**config.mk**
```make
export PLATFORM = sky130hd
export DESIGN_NAME = rgb_row_streamer
export DESIGN_NICKNAME = d
export VERILOG_FILES = /design/src/rtl/px_pkg.sv /design/src/rtl/px_hdr_gen.sv /design/src/rtl/px_expand.sv /design/src/rtl/px_row_seq.sv /design/src/rtl/rgb_row_streamer.sv
export SDC_FILE = /design/constraint.sdc
export NUM_CORES = 1
export LEC_CHECK = 0
export ABC_AREA = 1
export BUFFER_PORTS_ARGS = -buffer_cell sky130_fd_sc_hd__buf_2
export CORE_UTILIZATION = 25
export CTS_CLUSTER_DIAMETER = 150
export DETAILED_ROUTE_END_ITERATION = 6
export PLACE_DENSITY_LB_ADDON = 0.3
export SETUP_SLACK_MARGIN = 0.3
export SLEW_MARGIN = 20
export SYNTH_ARGS = -nofsm -noshare
export SYNTH_HDL_FRONTEND = slang
export SYNTH_SLANG_ARGS = --single-unit
```
**constraint.sdc**
```tcl
create_clock -name clk -period 2.6 [get_ports clk]
set_input_delay 0.26 -clock clk [delete_from_list [all_inputs] [get_ports clk]]
set_output_delay 0.26 -clock clk [all_outputs]
set_load 0.02 [all_outputs]
```
**src/rtl/px_pkg.sv**
```systemverilog
package px_pkg;
  localparam logic [7:0] IDX_COL_ADDR = 8'h20;
  localparam logic [7:0] IDX_ROW_ADDR = 8'h21;
  localparam logic [7:0] IDX_MEM_WR   = 8'h22;
  localparam logic [3:0] HDR_LAST     = 4'd9;

  typedef enum logic [1:0] {ST_IDLE, ST_HDR, ST_PIX, ST_FIN} seq_state_t;
  typedef enum logic [1:0] {K_NONE, K_HDR, K_PIX_HI, K_PIX_LO} emit_kind_t;

  typedef struct packed {
    logic       rs;
    logic [7:0] d;
  } bus_byte_t;
endpackage

```
**src/rtl/px_hdr_gen.sv**
```systemverilog
module px_hdr_gen
  import px_pkg::*;
(
  input  logic [3:0]  step,
  input  logic [15:0] row_num,
  output bus_byte_t   hb
);
  always_comb begin
    case (step)
      4'd0:    hb = '{rs: 1'b0, d: 8'h00};
      4'd1:    hb = '{rs: 1'b0, d: IDX_COL_ADDR};
      4'd2:    hb = '{rs: 1'b1, d: 8'h00};
      4'd3:    hb = '{rs: 1'b1, d: 8'h00};
      4'd4:    hb = '{rs: 1'b0, d: 8'h00};
      4'd5:    hb = '{rs: 1'b0, d: IDX_ROW_ADDR};
      4'd6:    hb = '{rs: 1'b1, d: row_num[15:8]};
      4'd7:    hb = '{rs: 1'b1, d: row_num[7:0]};
      4'd8:    hb = '{rs: 1'b0, d: 8'h00};
      default: hb = '{rs: 1'b0, d: IDX_MEM_WR};
    endcase
  end
endmodule

```
**src/rtl/px_expand.sv**
```systemverilog
module px_expand (
  input  logic [7:0] pix,
  output logic [7:0] hi,
  output logic [7:0] lo
);
  logic [2:0] red, grn;
  logic [1:0] blu;

  always_comb begin
    red = pix[7:5];
    grn = pix[4:2];
    blu = pix[1:0];
    hi  = {red, red[2:1], grn};
    lo  = {grn, blu, blu, 1'b0};
  end
endmodule

```
**src/rtl/px_row_seq.sv**
```systemverilog
module px_row_seq
  import px_pkg::*;
#(
  parameter int MAX_WIDTH = 240,
  parameter int MAX_ROWS  = 4,
  localparam int COL_W  = $clog2(MAX_WIDTH + 1),
  localparam int ROW_W  = $clog2(MAX_ROWS + 1),
  localparam int ADDR_W = (MAX_WIDTH * MAX_ROWS > 1) ? $clog2(MAX_WIDTH * MAX_ROWS) : 1
) (
  input  logic              clk,
  input  logic              rst,
  input  logic              start,
  input  logic [15:0]       y0,
  input  logic [ROW_W-1:0]  rows_in,
  input  logic [COL_W-1:0]  width_in,
  output logic              rd_en,
  output logic [ADDR_W-1:0] rd_addr,
  output emit_kind_t        kind,
  output logic [3:0]        hdr_step,
  output logic [15:0]       y_cur,
  output logic              fin
);
  seq_state_t        state;
  logic [COL_W-1:0]  col, width_q;
  logic [ROW_W-1:0]  row, rows_q;
  logic [ADDR_W-1:0] addr;
  logic              phase;
  logic              last_col, last_row;

  assign last_col = (col == width_q - COL_W'(1));
  assign last_row = (row == rows_q - ROW_W'(1));

  always_comb begin
    rd_en = ((state == ST_HDR) && (hdr_step == HDR_LAST)) ||
            ((state == ST_PIX) && phase && !last_col);
    rd_addr = addr;
    fin = (state == ST_FIN);
    case (state)
      ST_HDR:  kind = K_HDR;
      ST_PIX:  kind = phase ? K_PIX_LO : K_PIX_HI;
      default: kind = K_NONE;
    endcase
  end

  always_ff @(posedge clk) begin
    if (rst) begin
      state    <= ST_IDLE;
      hdr_step <= '0;
      y_cur    <= '0;
      col      <= '0;
      row      <= '0;
      width_q  <= '0;
      rows_q   <= '0;
      addr     <= '0;
      phase    <= 1'b0;
    end else begin
      if (rd_en) addr <= addr + ADDR_W'(1);
      case (state)
        ST_IDLE: begin
          if (start) begin
            y_cur    <= y0;
            rows_q   <= rows_in;
            width_q  <= width_in;
            row      <= '0;
            hdr_step <= '0;
            addr     <= '0;
            state    <= ST_HDR;
          end
        end
        ST_HDR: begin
          if (hdr_step == HDR_LAST) begin
            state <= ST_PIX;
            phase <= 1'b0;
            col   <= '0;
          end else begin
            hdr_step <= hdr_step + 4'd1;
          end
        end
        ST_PIX: begin
          phase <= ~phase;
          if (phase) begin
            if (!last_col) begin
              col <= col + COL_W'(1);
            end else if (last_row) begin
              state <= ST_FIN;
            end else begin
              state    <= ST_HDR;
              hdr_step <= '0;
              row      <= row + ROW_W'(1);
              y_cur    <= y_cur + 16'd1;
            end
          end
        end
        default: state <= ST_IDLE;
      endcase
    end
  end


  busy_ignores_start_chk: assert property (@(posedge clk) disable iff (rst)
    (state == ST_PIX && start) |=> $stable(rows_q) && $stable(width_q));


  row_step_chk: assert property (@(posedge clk) disable iff (rst)
    (state == ST_PIX && phase && last_col && !last_row) |=> (y_cur == $past(y_cur) + 16'd1));
endmodule

```
**src/rtl/rgb_row_streamer.sv**
```systemverilog
module rgb_row_streamer
  import px_pkg::*;
#(
  parameter int MAX_WIDTH = 240,
  parameter int MAX_ROWS  = 4,
  localparam int COL_W  = $clog2(MAX_WIDTH + 1),
  localparam int ROW_W  = $clog2(MAX_ROWS + 1),
  localparam int ADDR_W = (MAX_WIDTH * MAX_ROWS > 1) ? $clog2(MAX_WIDTH * MAX_ROWS) : 1
) (
  input  logic              clk,
  input  logic              rst,
  input  logic              page_start,
  input  logic [15:0]       page_y0,
  input  logic [ROW_W-1:0]  page_rows,
  input  logic [COL_W-1:0]  line_width,
  output logic              rd_en,
  output logic [ADDR_W-1:0] rd_addr,
  input  logic [7:0]        rd_data,
  output logic [7:0]        bus_d,
  output logic              bus_rs,
  output logic              bus_wr,
  output logic              bus_cs,
  output logic              page_done
);
  emit_kind_t  kind;
  logic [3:0]  hdr_step;
  logic [15:0] y_cur;
  logic        fin;
  bus_byte_t   hb;
  logic [7:0]  pix_q, exp_src, exp_hi, exp_lo;

  px_row_seq #(.MAX_WIDTH(MAX_WIDTH), .MAX_ROWS(MAX_ROWS)) u_seq (
    .clk(clk), .rst(rst), .start(page_start), .y0(page_y0),
    .rows_in(page_rows), .width_in(line_width),
    .rd_en(rd_en), .rd_addr(rd_addr), .kind(kind),
    .hdr_step(hdr_step), .y_cur(y_cur), .fin(fin)
  );

  px_hdr_gen u_hdr (.step(hdr_step), .row_num(y_cur), .hb(hb));

  assign exp_src = (kind == K_PIX_LO) ? pix_q : rd_data;

  px_expand u_exp (.pix(exp_src), .hi(exp_hi), .lo(exp_lo));

  always_ff @(posedge clk) begin
    if (rst) begin
      bus_d     <= '0;
      bus_rs    <= 1'b0;
      bus_wr    <= 1'b0;
      bus_cs    <= 1'b0;
      page_done <= 1'b0;
      pix_q     <= '0;
    end else begin
      bus_wr    <= (kind != K_NONE);
      bus_cs    <= (kind != K_NONE);
      page_done <= fin;
      if (kind == K_PIX_HI) pix_q <= rd_data;
      case (kind)
        K_HDR:    begin bus_rs <= hb.rs; bus_d <= hb.d;   end
        K_PIX_HI: begin bus_rs <= 1'b1;  bus_d <= exp_hi; end
        K_PIX_LO: begin bus_rs <= 1'b1;  bus_d <= exp_lo; end
        default:  begin bus_rs <= 1'b0;  bus_d <= '0;     end
      endcase
    end
  end

  logic              rd_seen;
  logic [ADDR_W-1:0] rd_last;
  always_ff @(posedge clk) begin
    if (rst || page_done) begin
      rd_seen <= 1'b0;
      rd_last <= '0;
    end else if (rd_en) begin
      rd_seen <= 1'b1;
      rd_last <= rd_addr;
    end
  end


  addr_step_chk: assert property (@(posedge clk) disable iff (rst)
    (rd_en && rd_seen) |-> (rd_addr == rd_last + ADDR_W'(1)));


  addr_first_chk: assert property (@(posedge clk) disable iff (rst)
    (rd_en && !rd_seen) |-> (rd_addr == '0));


  no_stall_chk: assert property (@(posedge clk) disable iff (rst)
    rd_en |=> ##1 (bus_wr && bus_rs));


  wr_in_cs_chk: assert property (@(posedge clk) disable iff (rst)
    bus_wr |-> bus_cs);


  cs_release_chk: assert property (@(posedge clk) disable iff (rst)
    $fell(bus_cs) |-> page_done);


  done_pulse_chk: assert property (@(posedge clk) disable iff (rst)
    page_done |=> !page_done);
endmodule

```
==> results.yml <==
run_status:
  status: "finished clean"
timing:
  fin_tns_setup_ns: 0
  setup_viol: 0
  hold_violations: 0
  min_period_ns: 2.18
  worst_slack_ns: 0.424
  tightest_slew_ns: 0.614
  period_share_pct: 83.7
  relSlewSlack_pct: 59.0
  slew_violations: 0
  rsz0062_at_grt: "true"
  max_freq_mhz: 460
  skew_ns: 0.00606
yosys:
  ys.warnings.count: 0
  synthFlopType: "dfxtp_1"
  syn_inst: 657
  synth_edf_count: 0
  synth_seq_cells: 71
  ys_seq_area_share_pct: 33.1
  syn_area_mm2: 0.00429
  synth_largest_area_cell: "dfxtp_1"
  netlist_top_cells_area: "dfxtp_1 (33%), nand2_1 (16%), nor2_1 (8.0%), inv_1 (6.2%), a21oi_1 (5.1%)"
  syn-num-nets: 711
  avgSynthCellArea_um2: 6.54
  async_flop_share_pct: 0
  netlist.area_leader.share_pct: 33.1
  synth_cell_type_count: 39
floorplan:
  io_pins: 61
  die_h_um: 133
  start_util_pct: 25.7
  core_area_mm2: 0.0167
  rows: 47
  dieArea_mm2: 0.0177
  die_w_um: 133
critical_path:
  start_kind: "flip-flop"
  worstPathRequired_ns: 2.83
  slowest_delay_ns: 0.36
  worstSetupPathType: "reg2reg"
  crit_fanout: 8
  critPathSlowestCell: "dfxtp_2"
  critPathBufInv: 3
  cp_top_family: "simple AND/OR/NAND/NOR gates"
  endpoint_kind: "flip-flop"
  rrSetupSlack_ns: 0.42
  path_common_cell: "nor2_1"
  worstPathArrival_ns: 2.41
  crit_path_cell_trace: "clkinv_4 > ha_4 > nor2_2 > nor2_4 > nand2_1 > nor2_1 > nand3_1 > nor2_2 > nand2_4 > buf_6 > nand2_4 > nand4_4 > clkbuf_16 > nor2_1 > nor2_1"
power:
  powerDensity_mw_per_mm2: 924
  leakagePower_uw: 0.00242
  ir_worst_vdd_uv: 356
clock_tree:
  numCtsBuffers: 9
  holdBufCountCts: 0
  cts_tree: "done"
  clk_latency_ns: 0.34
  clock_sinks: 71
  clk_pin_slew_worst_paths_ns: 0.06
  clockRootBuffer: "clkbuf_16"
  h-tree-depth: 3
  clockBufferDepth: 2
global_route:
  grt_max_degree: 39
  globalRouteOverflowTotal: 0
  grtUsageTotal_pct: 13.4
  grt_pass1_vias: 3973
  antenna_found_initial: 0
  grt_pass1_wl_mm: 19.0
drt:
  drcViolationCount: 0
  drtPass1Iterations: 5
  wire_per_inst_um: 12.3
  via_per_inst: 4.46
  wl_mm: 11.7
  vias: 4240
  drt-initial-drc-count: 227
  ant_nets: 0
placed_design:
  preCtsSetupSlack_ns: 0.422
  place_congestion: 0.779
  dp_hpwl_mm: 8.19
  dp_cells: 923
  place_area_mm2: 0.00482
  port_buffers: 60
finish:
  antenna_cells: 0
  drive_above_1_share_pct: 18.5
  layout_common_cells: "nand2_1 (174), nor2_1 (84), inv_1 (70), dfxtp_1 (69), buf_2 (59)"
  synthToLayoutAreaGrowth_pct: 26.5
  stdcell_count: 951
  stdcell_area_mm2: 0.00543
  final_core_util_pct: 32.5
  layout_commonest_cell: "nand2_1"
  layout.nets: 780
job:
  cap_violations: 0
min_path:
  min_path_type: "in2reg"
worst min-delay path, delay by kind of cell:
| kind | cells | cell delay [ns] |
|---|---|---|
| buffers and inverters | 1 | 0.08 |
| AND/OR/NAND/NOR | 2 | 0.11 |
flip-flops by register name, summed over array words and instances (netlist names):
signal / flops
u_seq.y_cur: 16
u_seq.rd_addr: 10
bus_d: 8
u_seq.col: 8
u_seq.width_q: 8
pix_q: 5
u_seq.hdr_step: 4
u_seq.row: 3
u_seq.rows_q: 3
u_seq.state: 2
bus_cs: 1
bus_rs: 1
page_done: 1
u_seq.phase: 1
per-layer routing:
layer	part of all wire, %	global-route usage, %
met5	0	0
met4	1.6	4.53
met1	47	17.3
met3	4.9	3.07
met2	47	22.0
metrics by stage:
stage	hold slack (ns)	power, uW
after floorplan	0.395	2720
after global placement	0.451	3070
after detailed placement	0.454	3080
after CTS	0.134	4650
after global routing	0.147	5400
final	0.146	5020
cell usage after synthesis (2+ instances only):
library cell and instances:
a21oi_1 44, a31oi_1 4, buf_2 6, buf_4 2, buf_6 2, clkbuf_1 10, dfxtp_1 71, ha_1 16
inv_1 71, inv_2 2, nand2_1 179, nand2_2 4, nand2_4 2, nand3_1 40, nand3b_1 2, nand4_1 16
nor2_1 91, nor2_2 5, nor3_1 5, nor3_2 2, nor3b_1 3, o21ai_0 30, o221ai_1 2, o22ai_1 5
o31ai_1 2, or2_2 3, xnor2_1 8, xor2_1 19
area by class of cell:
class / instances / area, um^2
fillers: 1850 / 11300
clock inverters: 6 / 133
repair buffers: 80 / 537
multi-input cells: 490 / 2550
clock buffers: 10 / 229
well taps: 220 / 275
flip-flops and latches: 71 / 1420
inverters: 74 / 283
report_power, final:
group / leakage, uW / total (uW) / switching (uW) / internal (uW)
Clock: 0.000173 / 1520 / 491 / 1030
Sequential: 0.000580 / 1420 / 151 / 1270
Combinational: 0.00166 / 2070 / 1230 / 837
Total: 0.00242 / 5020 / 1880 / 3140
cell families (layout without fill, tap and decap cells):
logic type | count (synthesis) | after routing | share of synthesized area [%]
adders and majority gates | 16 | 16 | 4.66
xor gates and xnor gates | 27 | 27 | 5.51
buffers and inverters | 96 | 170 | 9.12
AOI/OAI and AO/OA | 90 | 90 | 11.5
DFF | 71 | 71 | 33.1
and+or+nand+nor | 357 | 357 | 36.1
what timing repair did:
item,CTS,global route
resized for setup,6,26
buffers inserted,3,4
cloned,0,5
endpoints found under the setup margin,1,40
pin swaps,2,8
final timing paths:
kind                          to  cells after the start             start
hold reg to reg         pix_q[3]                      2          pix_q[3]
setup / recovery  u_seq.y_cur[8]                     15  u_seq.width_q[0]
setup reg to reg  u_seq.y_cur[8]                     15  u_seq.width_q[0]
hold / removal          pix_q[1]                      3        rd_data[1]
Note: power is estimated with default switching activity, not from simulation.
